--- config.mk ---
export PLATFORM = sky130hd
export DESIGN_NAME = image_cksum
export DESIGN_NICKNAME = d
export VERILOG_FILES = /design/src/rtl/image_cksum_pkg.sv /design/src/rtl/image_cksum_seq.sv /design/src/rtl/image_cksum_prog_term.sv /design/src/rtl/image_cksum_meta_term.sv /design/src/rtl/image_cksum.sv
export SDC_FILE = /design/constraint.sdc
export NUM_CORES = 1
export LEC_CHECK = 0
export ABC_AREA = 1
export BUFFER_PORTS_ARGS = -buffer_cell sky130_fd_sc_hd__buf_2
export CORE_ASPECT_RATIO = 0.8
export CORE_MARGIN = 2
export CORE_UTILIZATION = 45
export DETAILED_ROUTE_END_ITERATION = 10
export PLACE_DENSITY = 0.75
export SLEW_MARGIN = 20
export SYNTH_ARGS = -nofsm -noshare
export SYNTH_HDL_FRONTEND = slang
export SYNTH_SLANG_ARGS = --single-unit
--- constraint.sdc ---
create_clock -name clk -period 5.4 [get_ports clk]
set_input_delay 1.08 -clock clk [delete_from_list [all_inputs] [get_ports clk]]
set_output_delay 1.08 -clock clk [all_outputs]
set_load 0.02 [all_outputs]
--- src/rtl/image_cksum_pkg.sv ---
package image_cksum_pkg;

    localparam int WORD_W = 14;
    localparam int SUM_W  = 16;
    localparam int ADDR_W = 14;
    localparam int ID_NUM = 4;
    localparam int NIB_W  = 4;
    localparam int PACK_W = ID_NUM * NIB_W;
    localparam int IDS_W  = ID_NUM * WORD_W;

    localparam logic [ADDR_W-1:0] PROG_TOP   = 14'h0FFF;
    localparam logic [WORD_W-1:0] CFG_A_MASK = 14'h3FFF;
    localparam logic [WORD_W-1:0] CFG_B_MASK = 14'h0003;

    typedef enum logic [1:0] {
        PH_IDLE = 2'd0,
        PH_RUN  = 2'd1,
        PH_DONE = 2'd2
    } phase_e;

    typedef struct packed {
        logic             take;
        logic [SUM_W-1:0] val;
    } term_t;

    function automatic logic [SUM_W-1:0] widen(input logic [WORD_W-1:0] w);
        return SUM_W'(w);
    endfunction

endpackage

--- src/rtl/image_cksum_seq.sv ---
module image_cksum_seq
    import image_cksum_pkg::*;
(
    input  logic clk,
    input  logic rst,
    input  logic start_i,
    input  logic prot_i,
    input  logic pw_valid_i,
    input  logic pw_last_i,
    input  logic meta_valid_i,
    output logic pw_fire_o,
    output logic meta_fire_o,
    output logic prot_q_o,
    output logic done_o
);

    phase_e phase_q;
    logic   pw_seen_q;
    logic   meta_seen_q;
    logic   prot_q;
    logic   live;

    assign live        = (phase_q == PH_RUN) && !start_i;
    assign pw_fire_o   = live && pw_valid_i && !pw_seen_q;
    assign meta_fire_o = live && meta_valid_i && !meta_seen_q;
    assign prot_q_o    = prot_q;
    assign done_o      = (phase_q == PH_DONE);

    always_ff @(posedge clk) begin
        if (rst) begin
            phase_q     <= PH_IDLE;
            pw_seen_q   <= 1'b0;
            meta_seen_q <= 1'b0;
            prot_q      <= 1'b0;
        end else if (start_i) begin
            phase_q     <= PH_RUN;
            pw_seen_q   <= 1'b0;
            meta_seen_q <= 1'b0;
            prot_q      <= prot_i;
        end else if (phase_q == PH_RUN) begin
            if (pw_fire_o && pw_last_i) pw_seen_q <= 1'b1;
            if (meta_fire_o)            meta_seen_q <= 1'b1;
            if (pw_seen_q && meta_seen_q) phase_q <= PH_DONE;
        end
    end

endmodule

--- src/rtl/image_cksum_prog_term.sv ---
module image_cksum_prog_term
    import image_cksum_pkg::*;
(
    input  logic              fire_i,
    input  logic              prot_i,
    input  logic [ADDR_W-1:0] addr_i,
    input  logic [WORD_W-1:0] data_i,
    output term_t             term_o
);

    always_comb begin
        term_o.take = fire_i && !prot_i && (addr_i <= PROG_TOP);
        term_o.val  = term_o.take ? widen(data_i) : '0;
    end

endmodule

--- src/rtl/image_cksum_meta_term.sv ---
module image_cksum_meta_term
    import image_cksum_pkg::*;
(
    input  logic              fire_i,
    input  logic              prot_i,
    input  logic [WORD_W-1:0] cfg_a_i,
    input  logic [WORD_W-1:0] cfg_b_i,
    input  logic [IDS_W-1:0]  ids_i,
    output term_t             term_o
);

    logic [PACK_W-1:0] packed_id;

    for (genvar k = 0; k < ID_NUM; k++) begin : g_nib
        assign packed_id[(ID_NUM-1-k)*NIB_W +: NIB_W] = ids_i[k*WORD_W +: NIB_W];
    end

    logic [SUM_W-1:0] cfg_part;
    logic [SUM_W-1:0] id_part;

    always_comb begin
        cfg_part    = widen(cfg_a_i & CFG_A_MASK) + widen(cfg_b_i & CFG_B_MASK);
        id_part     = prot_i ? SUM_W'(packed_id) : '0;
        term_o.take = fire_i;
        term_o.val  = fire_i ? (cfg_part + id_part) : '0;
    end

endmodule

--- src/rtl/image_cksum.sv ---
module image_cksum
    import image_cksum_pkg::*;
(
    input  logic              clk,
    input  logic              rst,
    input  logic              start_i,
    input  logic              prot_i,
    input  logic              pw_valid_i,
    input  logic              pw_last_i,
    input  logic [ADDR_W-1:0] pw_addr_i,
    input  logic [WORD_W-1:0] pw_data_i,
    input  logic              meta_valid_i,
    input  logic [WORD_W-1:0] cfg_a_i,
    input  logic [WORD_W-1:0] cfg_b_i,
    input  logic [IDS_W-1:0]  id_words_i,
    output logic [SUM_W-1:0]  sum_o,
    output logic              done_o
);

    logic  pw_fire;
    logic  meta_fire;
    logic  prot_q;
    term_t prog_term;
    term_t meta_term;
    logic [SUM_W-1:0] acc_q;

    image_cksum_seq u_seq (
        .clk          (clk),
        .rst          (rst),
        .start_i      (start_i),
        .prot_i       (prot_i),
        .pw_valid_i   (pw_valid_i),
        .pw_last_i    (pw_last_i),
        .meta_valid_i (meta_valid_i),
        .pw_fire_o    (pw_fire),
        .meta_fire_o  (meta_fire),
        .prot_q_o     (prot_q),
        .done_o       (done_o)
    );

    image_cksum_prog_term u_prog (
        .fire_i (pw_fire),
        .prot_i (prot_q),
        .addr_i (pw_addr_i),
        .data_i (pw_data_i),
        .term_o (prog_term)
    );

    image_cksum_meta_term u_meta (
        .fire_i  (meta_fire),
        .prot_i  (prot_q),
        .cfg_a_i (cfg_a_i),
        .cfg_b_i (cfg_b_i),
        .ids_i   (id_words_i),
        .term_o  (meta_term)
    );

    always_ff @(posedge clk) begin
        if (rst || start_i) begin
            acc_q <= '0;
        end else if (prog_term.take || meta_term.take) begin
            acc_q <= acc_q + prog_term.val + meta_term.val;
        end
    end

    assign sum_o = acc_q;

endmodule

Word level (Yosys, flattened, before mapping) --
Cells that the tools add are included.
Word-level totals: flip-flop bits (word level) 21, latch bits 0, RAM bits 0, bits in read-only memories 0, input bits 119, word-level logic and storage cells 41, memories kept 0
Operators by class: add/sub/neg operators 4, multiply operators 0, div/mod/pow operators 0, $lt $le $gt $ge 1, eq/ne operators 2, shift-type cells 0, multiplexer cells 6, bitwise operators 0, reduce and logical (&&, ||, !) cells 22
Operators by type and width (count):
- $add 16x16->16 | 2
- $mux 16 | 2
- $add 15x16->16 | 1
- $add 14x2->15 | 1
- $le 14x12->1 const B | 1
- $mux 14 | 1
- $logic_and 1x1->1 | 9
- $reduce_and 2->1 | 4
- $logic_not 1->1 | 4
- $reduce_bool 2->1 | 2
- $mux 1 | 3
- $eq 2x1->1 const B | 1
- $eq 2x2->1 const B | 1
- $logic_or 1x1->1 | 2
- $reduce_or 2->1 | 1

Depth between registers and ports, before layout --
depth in word-level cells 9, gate-level depth with buffers 26

Cells and area by module --
Synthesis repeated with hierarchy kept, for this count alone.
Unflattened totals: cells, all modules 578, area total of the unflattened synthesis 3454.6 µm²
By module, submodules not included:
- image_cksum | times used 1, cells an instance 282, area an instance 1838.0 µm², sequential area each 320.3 µm²
- image_cksum_meta_term | times used 1, cells an instance 228, area an instance 1214.9 µm², sequential area each 0.0 µm²
- image_cksum_seq | times used 1, cells an instance 31, area an instance 215.2 µm², sequential area each 100.1 µm²
- image_cksum_prog_term | times used 1, cells an instance 37, area an instance 186.4 µm², sequential area each 0.0 µm²

Worst setup path after synthesis --
OpenSTA, ideal clock, no wires.
path kind input to register, start point input cfg_a_i[1], end point register acc_q[14] (netlist: sum_o[14]), library setup time 109 ps, data arrival time 4521 ps, required time 5291 ps, path slack 770 ps, cell stages on the path 23, buffers on the path 0, cells stage by stage inv_1 fa_1 inv_1 ha_1 fa_1 nand2_1 nand2_1 nand3_2 nand2_4 a21oi_1 o21ai_0 a21oi_1 fa_1 ha_1 nand2_1 inv_1 a21oi_1 nand3_1 a21o_1 a21oi_1 o21ai_1 nand2_1 inv_1
On the way: cells in the longest elaborated chain, start to end 4
RTL lines:
- from (decl) | RTL line image_cksum.sv:13 | input logic [WORD_W-1:0] cfg_a_i,
- $add 14x2->15 | RTL line image_cksum_meta_term.sv:22 | cfg_part = widen(cfg_a_i & CFG_A_MASK) + widen(cfg_b_i & CFG_B_MASK);
- $add 15x16->16 | RTL line image_cksum_meta_term.sv:25 | term_o.val = fire_i ? (cfg_part + id_part) : '0;
- $mux 16 | RTL line image_cksum_meta_term.sv:25
- $add 16x16->16 | RTL line image_cksum.sv:62 | acc_q <= acc_q + prog_term.val + meta_term.val;
- to (signal assigned) | RTL line image_cksum.sv:62
- to (decl) | RTL line image_cksum.sv:25 | logic [SUM_W-1:0] acc_q;
Every way passes these cells. A chain may end at the register's enable or synchronous reset.

Worst setup path after layout --
start point input cfg_a_i[1], end point register acc_q[15] (netlist: sum_o[15])
Same word-level chain as after synthesis.

==> report_table.html <==
<table>
<tr><th>Metric</th><th>Value</th></tr>
<tr><th colspan="2">Floorplan</th></tr>
<tr><td>Overall die height</td><td>76.41 um</td></tr>
<tr><td>Starting density of the core</td><td>46.25%</td></tr>
<tr><td>Horiz. Die Dim</td><td>94.51 um</td></tr>
<tr><td>Placement Rows</td><td>26</td></tr>
<tr><td>Die footprint</td><td>roughly 0.0072 sq mm</td></tr>
<tr><td>Count of boundary I/O pins</td><td>136</td></tr>
<tr><td>Core region area</td><td>0.006376 sq mm</td></tr>
<tr><th colspan="2">Power and ir drop</th></tr>
<tr><td>Power density over the cells</td><td>124.0 mW/mm^2</td></tr>
<tr><td>Sequential power share</td><td>38.0%</td></tr>
<tr><td>Switching pwr</td><td>0.0001540 W</td></tr>
<tr><td>Power share of the combinational group</td><td>35.3%</td></tr>
<tr><td>Static leakage power</td><td>2.032 nW</td></tr>
<tr><td>Internal power consumption</td><td>0.0002718 W</td></tr>
<tr><td>Clock network fraction of design power</td><td>between 20% and 30%</td></tr>
<tr><td>Switching part of the total</td><td>between 30% and 40%</td></tr>
<tr><td>Peak ir drop on the vdd network</td><td>0.06882 mV</td></tr>
<tr><th colspan="2">GRT</th></tr>
<tr><td>Maximum number of pins on one net before global-route repair</td><td>27</td></tr>
<tr><td>Congestion Overflow GR</td><td>0</td></tr>
<tr><td>Global-route wire length before repair</td><td>11.42 mm</td></tr>
<tr><td>Total Routing Usage GR</td><td>a little under a fifth</td></tr>
<tr><td>Vias in the first global route</td><td>2703</td></tr>
<tr><td>Initial antenna violation count</td><td>0</td></tr>
<tr><th colspan="2">Timing</th></tr>
<tr><td>Tightest Pin Transition</td><td>0.7439 ns</td></tr>
<tr><td>Maximum clock frequency</td><td>around 210 MHz</td></tr>
<tr><td>Total Negative Setup Slacks</td><td>0 ns</td></tr>
<tr><td>Crit share post-route</td><td>89.35%</td></tr>
<tr><td>Number of max-slew violations in the final report</td><td>0</td></tr>
<tr><td>Setup repair after global routing missed its margin</td><td>false</td></tr>
<tr><td>Time the final worst path needs with I/O delays and setup</td><td>4.825 ns</td></tr>
<tr><td>Post-route worst hold slack</td><td>a little under 0.5 ns</td></tr>
<tr><td>Endpoints failing hold</td><td>0</td></tr>
<tr><td>Max-Slew Margin vs Limit</td><td>50.35%</td></tr>
<tr><td>Final setup skew</td><td>0.01167 ns</td></tr>
<tr><td>Number of endpoints failing setup at the final stage</td><td>0</td></tr>
<tr><th colspan="2">Route</th></tr>
<tr><td>Total number of vias</td><td>2860</td></tr>
<tr><td>WL final</td><td>around 6.6 mm</td></tr>
<tr><td>Final routed wire length divided by cell count</td><td>about 11 um</td></tr>
<tr><td>Vias per Instance</td><td>4.906</td></tr>
<tr><td>Count of routing violations after the opening detailed-route iteration</td><td>102</td></tr>
<tr><td>DR DRC count</td><td>0</td></tr>
<tr><td>First-pass DRT Iterations</td><td>4</td></tr>
<tr><td>Post-detailed-route count of antenna-violating nets</td><td>0</td></tr>
<tr><th colspan="2">Layout</th></tr>
<tr><td>Area growth, synth to finish</td><td>16.42%</td></tr>
<tr><td>Post-layout instance area</td><td>between 0.003 and 0.004 sq mm</td></tr>
<tr><td>Antenna diode count</td><td>0</td></tr>
<tr><td>Net count, final</td><td>between 600 and 700</td></tr>
<tr><td>Fill cell total of the finished layout</td><td>664</td></tr>
<tr><td>Fraction of final layout cells with drive strength greater than 1</td><td>a little over a fifth</td></tr>
<tr><th colspan="2">Placement</th></tr>
<tr><td>Placed wire-length estimate after detailed placement</td><td>about 5.5 mm</td></tr>
<tr><td>Post-place instance area</td><td>between 0.003 and 0.004 sq mm</td></tr>
<tr><td>Number of buffers added on ports</td><td>71</td></tr>
<tr><td>GPL Wtd Cong</td><td>0.8456</td></tr>
<tr><th colspan="2">CTS</th></tr>
<tr><td>H-Tree Depth</td><td>1</td></tr>
<tr><td>TritonCTS sink count</td><td>21</td></tr>
<tr><td>Buffer cell driving the clock tree root</td><td>sky130_fd_sc_hd__clkbuf_8</td></tr>
<tr><td>Worst-path clk slew</td><td>0.09 ns</td></tr>
<tr><td>Total of cells resized after clock tree synthesis</td><td>0</td></tr>
<tr><td>Cts hold-fix bufs</td><td>0</td></tr>
<tr><td>TritonCTS clock tree</td><td>yes</td></tr>
<tr><td>Maximum root-to-sink buffer count</td><td>2</td></tr>
<tr><td>Setup bufs post-CTS</td><td>0</td></tr>
<tr><td>Clock insertion delay at the later pin of the skew report</td><td>0.28 ns</td></tr>
<tr><td>Total CTS buffers</td><td>3</td></tr>
<tr><th colspan="2">Yosys</th></tr>
<tr><td>Post-synthesis area per instance</td><td>6.874 sq um</td></tr>
<tr><td>Synth area leader</td><td>sky130_fd_sc_hd__ha_1</td></tr>
<tr><td>Area contributors post-synth</td><td>sky130_fd_sc_hd__ha_1 (17%), sky130_fd_sc_hd__dfxtp_1 (14%), sky130_fd_sc_hd__fa_1 (12%)</td></tr>
<tr><td>Number of enable flip-flop cells after synthesis</td><td>0</td></tr>
<tr><td>Leading cell types by count after synthesis</td><td>sky130_fd_sc_hd__nand2_1 (83), sky130_fd_sc_hd__inv_1 (70), sky130_fd_sc_hd__nor2_1 (42)</td></tr>
<tr><td>Simple-gate portion of the synthesized area</td><td>24.10%</td></tr>
<tr><td>Dominant combinational cell family by area after synthesis</td><td>adder cells</td></tr>
<tr><td>Synthesized-area fraction occupied by ao, oa, aoi and oai cells</td><td>16.25%</td></tr>
<tr><td>Synth Net Count</td><td>between 600 and 700</td></tr>
<tr><td>Total standard cell area after synthesis</td><td>0.002949 sq mm</td></tr>
<tr><td>Count of unique library cells instantiated by Yosys</td><td>41</td></tr>
<tr><td>Share of the synthesized area in the top cell type</td><td>17.39%</td></tr>
<tr><td>Gate Count Post-Synth</td><td>429</td></tr>
<tr><td>Yosys warning total</td><td>0</td></tr>
<tr><td>Synth Flop Type</td><td>sky130_fd_sc_hd__dfxtp_1</td></tr>
<tr><td>XOR/XNOR Fraction of Synth Area</td><td>3.267%</td></tr>
<tr><td>Multiplexer share of the synthesized area</td><td>0%</td></tr>
<tr><td>Most used standard cell by instance count after synthesis</td><td>sky130_fd_sc_hd__nand2_1</td></tr>
<tr><td>Sequential-to-total area share from yosys stat</td><td>between 10 and 15%</td></tr>
<tr><td>Synth Area in Adders</td><td>29.61%</td></tr>
<tr><td>Async set-reset flop share out of synthesis</td><td>0%</td></tr>
<tr><td>Flip-flop and latch count after synthesis</td><td>21</td></tr>
<tr><th colspan="2">Setup path</th></tr>
<tr><td>Critical Path End Type</td><td>flip-flop</td></tr>
<tr><td>Critical Path Start Type</td><td>input port</td></tr>
<tr><td>Cell family contributing the most delay on the critical path</td><td>adder cells</td></tr>
<tr><td>Setup Crit Path Kind</td><td>in -&gt; reg</td></tr>
<tr><td>Highest fanout seen on the critical path</td><td>5</td></tr>
<tr><td>Cell type of the slowest stage on the worst timing path</td><td>sky130_fd_sc_hd__fa_1</td></tr>
<tr><td>Max incr delay on CP</td><td>about 0.53 ns</td></tr>
<tr><td>Number of cells on the critical path</td><td>25</td></tr>
<tr><td>Buffers plus inverters on the worst setup path</td><td>6</td></tr>
<tr><td>Cells on worst reg2reg path</td><td>25</td></tr>
<tr><td>Data arrival time of the critical path</td><td>5.00 ns</td></tr>
<tr><td>Library cell appearing most often on the critical path</td><td>sky130_fd_sc_hd__inv_1</td></tr>
<tr><td>Worst endpoint required time</td><td>5.58 ns</td></tr>
<tr><th colspan="2">Run status</th></tr>
<tr><td>Status</td><td>finished, final reports clean</td></tr>
<tr><th colspan="2">Job</th></tr>
<tr><td>Max cap viols</td><td>0</td></tr>
<tr><th colspan="2">Worst hold path</th></tr>
<tr><td>Worst hold stages</td><td>2</td></tr>
<tr><td>Class of the worst hold path</td><td>reg -&gt; reg</td></tr>
</table>
[cell usage in the layout, fill, tap and decap left out, types with 2 or more instances in the layout]
cell type	instances
sky130_fd_sc_hd__a21o_1	3
sky130_fd_sc_hd__a21oi_1	37
sky130_fd_sc_hd__a21oi_2	2
sky130_fd_sc_hd__buf_2	71
sky130_fd_sc_hd__clkbuf_8	3
sky130_fd_sc_hd__dfxtp_1	21
sky130_fd_sc_hd__fa_1	18
sky130_fd_sc_hd__ha_1	41
sky130_fd_sc_hd__inv_1	70
sky130_fd_sc_hd__inv_2	14
sky130_fd_sc_hd__nand2_1	83
sky130_fd_sc_hd__nand3_1	20
sky130_fd_sc_hd__nand4_1	4
sky130_fd_sc_hd__nor2_1	41
sky130_fd_sc_hd__nor2_2	3
sky130_fd_sc_hd__o211ai_1	3
sky130_fd_sc_hd__o21ai_0	11
sky130_fd_sc_hd__o21ai_1	14
sky130_fd_sc_hd__o21bai_1	8
sky130_fd_sc_hd__or2_1	2
sky130_fd_sc_hd__xnor2_1	5
sky130_fd_sc_hd__xor2_1	6
[state kept, by name, summed over array words and instances, names as in the netlist]
register	count
sum_o	16
u_seq.phase_q	2
u_seq.meta_seen_q	1
u_seq.prot_q_o	1
u_seq.pw_seen_q	1
[cells by family (layout without fill, tap and decap cells)]
family | after synthesis | count (layout)
xor+xnor | 11 | 11
simple gates | 161 | 161
flops | 21 | 21
compound gates | 84 | 84
buf+inv | 93 | 163
fa+ha+maj | 59 | 59
[worst min-delay path, cell delays in order, from the launching register on]
cell and delay (ns):
sky130_fd_sc_hd__dfxtp_1 0.32, sky130_fd_sc_hd__inv_1 0.06, sky130_fd_sc_hd__a21oi_1 0.06
[routing by layer]
metal / vias up / global-route usage, % / wire, um
li1: 1515 / - / -
met1: 1269 / 26.47 / 3218
met2: 73 / 32.50 / 2999
met3: 3 / 3.264 / 334
met4: 0 / 1.739 / 19
met5: - / 0 / 0
[power by group through the flow]
stage / sequential, W / clock [W] / combinational [W]
after global placement: 0.000165 / 0 / 0.000146
after floorplan: 0.000168 / 0 / 0.000103
final: 0.000162 / 0.000114 / 0.000150
after global routing: 0.000162 / 0.000124 / 0.000174
after detailed placement: 0.000165 / 0 / 0.000151
after CTS: 0.000162 / 0.000118 / 0.000152
[path summary, 6_finish.rpt]
check	start	endpoint	slack, ns
setup / recovery	cfg_a_i[1]	sum_o[15]	0.57
hold / removal	u_seq.pw_seen_q	u_seq.pw_seen_q	0.48
setup reg to reg	u_seq.prot_q_o	sum_o[15]	0.90
hold reg to reg	u_seq.pw_seen_q	u_seq.pw_seen_q	0.48
[cell type report]
type | instances | area (sq um) | area share (%)
clock inverter | 1 | 7.507 | 0.2187
sequential | 21 | 420.4 | 12.24
tap | 84 | 105.1 | 3.061
multi-input combinational | 315 | 2162 | 62.97
clock buffer | 3 | 41.29 | 1.203
inverter | 87 | 334.1 | 9.730
timing repair buffer | 72 | 362.8 | 10.57
[per-stage QoR]
step | util [%] | setup slack (ns) | total power [W] | cells
floorplan | - | 0.7699 | 0.0002706 | 429
global placement | 53.04 | 0.4122 | 0.0003107 | 579
detailed placement | 53.08 | 0.3206 | 0.0003159 | 579
CTS | 53.85 | 0.6051 | 0.0004309 | 583
global route | 53.85 | 0.1619 | 0.0004603 | 583
finish | 53.85 | 0.5749 | 0.0004259 | 583
No activity file was read; power rests on OpenSTA's default activity.
